<file path="src/rtl/extIrqPkg.sv">
package extIrqPkg;
  localparam int SRC_N   = 4;
  localparam int ADDR_W  = 8;
  localparam int DATA_W  = 8;
  localparam int CTL_W   = DATA_W - SRC_N;

  typedef struct packed {
    logic             wrEn;
    logic             rdEn;
    logic [SRC_N-1:0] wrFlags;
  } ctlStrobes_t;
endpackage

</file>
<file path="src/rtl/extIrqCtl.sv">
module extIrqCtl
  import extIrqPkg::*;
#(
  parameter logic [ADDR_W-1:0] REG_ADDR = 8'h91
) (
  input  logic [ADDR_W-1:0] busAddr,
  input  logic              busWr,
  input  logic [DATA_W-1:0] busWdata,
  output ctlStrobes_t       strobes
);
  logic addrHit;

  always_comb begin
    addrHit         = (busAddr == REG_ADDR);
    strobes.rdEn    = addrHit;
    strobes.wrEn    = addrHit && busWr;
    strobes.wrFlags = busWdata[DATA_W-1 -: SRC_N];
  end
endmodule

</file>
<file path="src/rtl/extIrqDatapath.sv">
module extIrqDatapath
  import extIrqPkg::*;
#(
  parameter int               SYNC_STAGES  = 2,
  parameter logic [SRC_N-1:0] FALLING_MASK = 4'b1010
) (
  input  logic              clk,
  input  logic              rstN,
  input  logic [SRC_N-1:0]  irqPin,
  input  logic [SRC_N-1:0]  irqEn,
  input  logic [CTL_W-1:0]  clkCtlIn,
  input  ctlStrobes_t       strobes,
  output logic [SRC_N-1:0]  flagQ,
  output logic [DATA_W-1:0] busRdata,
  output logic [SRC_N-1:0]  irqReq
);
  logic [SRC_N-1:0] syncOut;
  logic [SRC_N-1:0] prevQ;
  logic [SRC_N-1:0] edgeHit;
  logic [SRC_N-1:0] flagD;

  for (genvar i = 0; i < SRC_N; i++) begin : g_src
    logic [SYNC_STAGES-1:0] chain;

    always_ff @(posedge clk or negedge rstN) begin
      if (!rstN) chain <= '0;
      else       chain <= {chain[SYNC_STAGES-2:0], irqPin[i]};
    end

    assign syncOut[i] = chain[SYNC_STAGES-1];

    if (FALLING_MASK[i]) begin : g_fall
      assign edgeHit[i] = prevQ[i] && !syncOut[i];
    end else begin : g_rise
      assign edgeHit[i] = !prevQ[i] && syncOut[i];
    end
  end

  always_ff @(posedge clk or negedge rstN) begin
    if (!rstN) prevQ <= '0;
    else       prevQ <= syncOut;
  end

  always_comb begin
    flagD = strobes.wrEn ? strobes.wrFlags : flagQ;
    flagD = flagD | edgeHit;
  end

  always_ff @(posedge clk or negedge rstN) begin
    if (!rstN) begin
      flagQ  <= '0;
      irqReq <= '0;
    end else begin
      flagQ  <= flagD;
      irqReq <= flagQ & irqEn;
    end
  end

  always_comb begin
    busRdata = strobes.rdEn ? {flagQ, clkCtlIn} : '0;
  end
endmodule

</file>
<file path="src/rtl/extIrqFlags.sv">
module extIrqFlags
  import extIrqPkg::*;
#(
  parameter logic [ADDR_W-1:0] REG_ADDR    = 8'h91,
  parameter int                SYNC_STAGES = 2
) (
  input  logic              clk,
  input  logic              rstN,
  input  logic [SRC_N-1:0]  irqPin,
  input  logic [SRC_N-1:0]  irqEn,
  input  logic [CTL_W-1:0]  clkCtlIn,
  input  logic [ADDR_W-1:0] busAddr,
  input  logic              busWr,
  input  logic [DATA_W-1:0] busWdata,
  output logic [DATA_W-1:0] busRdata,
  output logic [SRC_N-1:0]  irqReq
);
  ctlStrobes_t      strobes;
  logic [SRC_N-1:0] flagQ;
  logic             wrHit;

  extIrqCtl #(.REG_ADDR(REG_ADDR)) u_ctl (
    .busAddr (busAddr),
    .busWr   (busWr),
    .busWdata(busWdata),
    .strobes (strobes)
  );

  extIrqDatapath #(
    .SYNC_STAGES (SYNC_STAGES),
    .FALLING_MASK(4'b1010)
  ) u_dp (
    .clk     (clk),
    .rstN    (rstN),
    .irqPin  (irqPin),
    .irqEn   (irqEn),
    .clkCtlIn(clkCtlIn),
    .strobes (strobes),
    .flagQ   (flagQ),
    .busRdata(busRdata),
    .irqReq  (irqReq)
  );

  assign wrHit = strobes.wrEn;
endmodule

</file>
<file path="config.mk">
export PLATFORM = sky130hd
export DESIGN_NAME = extIrqFlags
export DESIGN_NICKNAME = d
export VERILOG_FILES = /design/src/rtl/extIrqPkg.sv /design/src/rtl/extIrqCtl.sv /design/src/rtl/extIrqDatapath.sv /design/src/rtl/extIrqFlags.sv
export SDC_FILE = /design/constraint.sdc
export NUM_CORES = 1
export LEC_CHECK = 0
export BUFFER_PORTS_ARGS = -buffer_cell sky130_fd_sc_hd__buf_2
export CAP_MARGIN = 20
export CORE_MARGIN = 2
export CORE_UTILIZATION = 37
export DETAILED_ROUTE_END_ITERATION = 6
export PLACE_DENSITY = 0.7
export SLEW_MARGIN = 20
export SYNTH_ARGS = -nofsm -noshare
export SYNTH_HDL_FRONTEND = slang
export SYNTH_SLANG_ARGS = --single-unit
</file>
<file path="constraint.sdc">
create_clock -name clk -period 1.1 [get_ports clk]
set_input_delay 0.22 -clock clk [delete_from_list [all_inputs] [get_ports clk]]
set_output_delay 0.22 -clock clk [all_outputs]
set_load 0.01 [all_outputs]
</file>
# == After elaboration in Yosys (flattened, before gate mapping) ==
# Cells that the tools add are included.
# word_totals
ff_bits,20
output_inout_bits,12
elab_cells,21
# classes
n_eq_ne,1
mux,2
n_bitwise,2
n_reduce_logical,9
# op_table
operator,n
$eq 8x8->1 const B,1
$mux 8,1
$logic_and 1x1->1,5
$and 4x4->4,1
$logic_not 1->1,4
$mux 4,1
$or 4x4->4,1

# == Logic depth before layout (Yosys ltp) ==
# depth
word_depth,4
depth_mapped,4

# == Modules after synthesis ==
# A second synthesis with hierarchy kept.
# unflattened
hier_cells,56
area_unflattened_um2,744.5
# by_module_without_submodules
mod,instances,cells_each,area_each_um2,seq_area_each_um2
extIrqDatapath,1,45,661.9,500.5
extIrqCtl,1,11,82.6,0.0

# == Worst setup path after synthesis ==
# Ideal clock, no wire load.
# synth_timing
path_type,input -> output
from,input busAddr[3]
to,output busRdata[0]
t_arrival_ns,0.991
t_required_ns,0.880
setup_slack_ns,-0.111
stages,3
path_buffers,1
cell_sequence,nor4b_1 buf_2 and3_1
# synth_between
elab_chain_cells,2
# synth_rtl
item,line_no,text
start: declaration,extIrqFlags.sv:12,"input logic [ADDR_W-1:0] busAddr,"
$eq 8x8->1,extIrqCtl.sv:14,addrHit = (busAddr == REG_ADDR);
$mux 8,extIrqDatapath.sv:60,"busRdata = strobes.rdEn ? {flagQ, clkCtlIn} : '0;"
end: declaration,extIrqFlags.sv:15,"output logic [DATA_W-1:0] busRdata,"
# Every way passes these cells.

# == Worst setup path in the final report ==
# layout_timing
from,input busAddr[2]
to,output busRdata[2]
# Same word-level chain as after synthesis.

==> summary.txt <==
Run status
  • Status: finished with violations
  • Failing checks: setup timing

Timing
  • Setup-failing EPs final: 12
  • Max Slew Vio Count: 0
  • Fmax: just under 800 MHz
  • Tcrit/Tclk final: 115.1%
  • Worst hold slack: just under 30 ps
  • Clock Skews: 0.5383 ps
  • Worst rel slew slack: a little under three quarters
  • Fin worst setup slack: -165.7 ps
  • RSZ-0062 raised after global routing: yes
  • Fin. Hold Viols: 0
  • Worst Max-Slew Pin Slew: between 400 and 500 ps
  • Min Tclk post-route: between 1000 and 1500 ps

Logic synthesis
  • Syn Area/Cell: around 13 sq um
  • Netlist cell types: 13
  • Syn_nets: between 80 and 90
  • Mapped cell area: approximately 730 sq um
  • Synth Register Bits: 20
  • Cells after synthesis: 55
  • Yosys warning total: 0
  • Register area share after synthesis: between 60% and 70%

Min path
  • Worst Hold Class: input pin to register
  • Hold_sp: irqPin[3]

GRT
  • Total gr overflow: 0
  • Vias in the first global route: just over 600
  • Gr busiest metal: met2
  • Initial antenna violation count: 0
  • Met1 Use GR: approximately 17%
  • Overall Global Routing Usage: 15.01%
  • Global Route met2 Usage: 28.47%
  • First-pass GRT wire length: 2.732 mm
  • Pin count of the biggest net entering global routing: 21
  • Met3 Use GR: 2.778%

Finish
  • Finished Cell Area: between 0.001 and 0.0015 sq mm
  • Antenna Cells: 0
  • Share of layout cells above drive strength 1: 62.86%
  • # fillers: 156
  • Layout area overhead: 67.58%
  • Area occupied by multi-input gates: ~330 sq um
  • Reg area: 500.5 sq um
  • Nets@finish: ~140

Setup path
  • Crit path required time: 880 ps
  • Worst EP arrival: around 1100 ps
  • Crit path launch type: input pin
  • Crit path to: busRdata[2]
  • Reg2reg setup slack: 380 ps
  • WS Path Type: input pin to primary output
  • R2r startpoint: u_dp.flagQ[3]$_DFF_PN0_
  • Crit path from: busAddr[2]
  • R2r worst-path depth: 2
  • Max FO, Critical Path: 9
  • R2R Path End: u_dp.flagQ[3]$_DFF_PN0_
  • Critical Path Sink Type: primary output

Detailed routing
  • Routed Antenna Nets: 0
  • DR pass1 iterations: 5
  • Routed vias: between 600 and 700
  • Drt initial violations: 1
  • Post-Route WL: around 1.7 mm
  • DR DRC count: 0
  • Vias per cell: slightly below 5
  • Post-DR wirelength/cell: around 13 microns

Die
  • Die H: 48.52 microns
  • DIE WIDTH: 48.52 microns
  • Initial Utilization: approximately two fifths
  • Row cnt: 16
  • Core Region: 0.001922 sq mm
  • Die Area: between 0.002 and 0.0025 sq mm
  • Ports: 43

CTS
  • Root Driver: clkbuf_4
  • Worst-path clk slew: 100 ps
  • H-tree levels: 1
  • Clock tree buffer depth: 2
  • Clock Latency Late Sink: approximately 280 ps
  • CTS tree: built
  • Num CTS Buffers: 3
  • Clock sinks: 20

Placement
  • Placed instance area: about 0.0010 sq mm
  • Placer Congestion: slightly below 0.7
  • Count of input and output buffers: 38
  • DP HPWL: around 1.3 mm

Power
  • Static Leak: approximately 0.57 nW
  • Power Density: between 1000 and 1500 mW/mm^2
  • Maximum vdd drop: about 0.00084 V

Job
  • Max cap viols: 0
[state kept, by name (all words and copies together), names as in the netlist]
signal	flops
u_dp.irqReq	4
u_dp.flagQ	4
u_dp.prevQ	4
u_dp.g_src.chain	8
[critical path, stage by stage]
cell,delay [ps]
buf_2,120
nor4b_4,260
buf_6,160
and3_4,180
buf_6,100
[worst min-delay path by stage]
stage | end | slack [ps] | depth (start not counted)
6_report | u_dp.g_src[3].chain[0]$_DFF_PN0_ | 30 | 1
5_1_grt | u_dp.g_src[1].chain[0]$_DFF_PN0_ | 1 | 1
4_1_cts | u_dp.g_src[1].chain[0]$_DFF_PN0_ | 20 | 1
3_5_place_dp | u_dp.irqReq[3]$_DFF_PN0_ | 180 | 1
3_3_place_gp | u_dp.irqReq[3]$_DFF_PN0_ | 180 | 1
2_1_floorplan | u_dp.flagQ[0]$_DFF_PN0_ | -80 | 0
[logic make-up after synthesis]
logic type / count (synthesis) / synth area share (%)
flops: 20 / 68.26
simple gates: 28 / 25.77
compound gates: 4 / 4.096
buf+inv: 3 / 1.877
[layout by cell type (no fill, tap or decap), drive strengths merged]
master / Yosys / layout
nand3: 4 / 4
and3: 8 / 8
or4b: 1 / 1
inv: 1 / 1
nand4: 4 / 4
nand2b: 4 / 4
clkbuf: 0 / 3
buf: 2 / 48
o31ai: 4 / 4
dfrtp: 20 / 20
nor4b: 1 / 1
or4bb: 1 / 1
nor4bb: 1 / 1
dlygate4sd3: 0 / 1
and2: 4 / 4
[final cells by class]
type,count,area share (%)
repair buffers,49,27.90
well taps,27,2.749
multi-input cells,32,26.48
clock buffers,3,1.833
inverters,1,0.3055
flip-flops and latches,20,40.73
[per-layer routing]
metal  part of all wire [%]  routed length [microns]
met1                     38                      648
met2                     55                      941
met3                    6.8                      117
met4                   0.23                        4
met5                      0                        0
[synthesized netlist by cell type]
library cell	n	area share (%)
or4bb_1	1	1.5
nand3_1	4	2.7
and3_1	8	6.8
nor4bb_1	1	1.4
inv_1	1	0.51
nand2b_1	4	3.4
dfrtp_1	20	68
o31ai_1	4	4.1
nand4_1	4	3.4
and2_1	4	3.4
or4b_4	1	1.9
nor4b_1	1	1.2
buf_2	2	1.4
[power breakdown]
group	internal, mW	switching, mW
logic	0.0849	0.0689
clock network	0.127	0.190
registers	0.765	0.0100
[metrics by stage]
stage | cells | setup slack (ps) | total power [mW] | utilization, % | setup TNS [ps]
2_1_floorplan | 55 | -94.12 | 0.8258 | - | -385.9
5_1_grt | 132 | -214.6 | 1.320 | 63.93 | -2301
3_3_place_gp | 122 | -283.1 | 0.9081 | 53.71 | -2572
3_5_place_dp | 122 | -315.3 | 0.9135 | 53.71 | -2848
4_1_cts | 130 | -190.2 | 1.255 | 61.46 | -1535
6_report | 132 | -165.7 | 1.246 | 63.93 | -1876
[what timing repair did]
item / in CTS / in global routing
hold buffers: 1 / 0
setup endpoints to repair: 8 / 12
gates resized for setup: 20 / 5
pin swaps: 9 / 2
endpoints found under the hold margin: 20 / 0
setup buffers: 3 / 2
cloned: 1 / 0
Note: power is estimated with default switching activity, not from simulation.
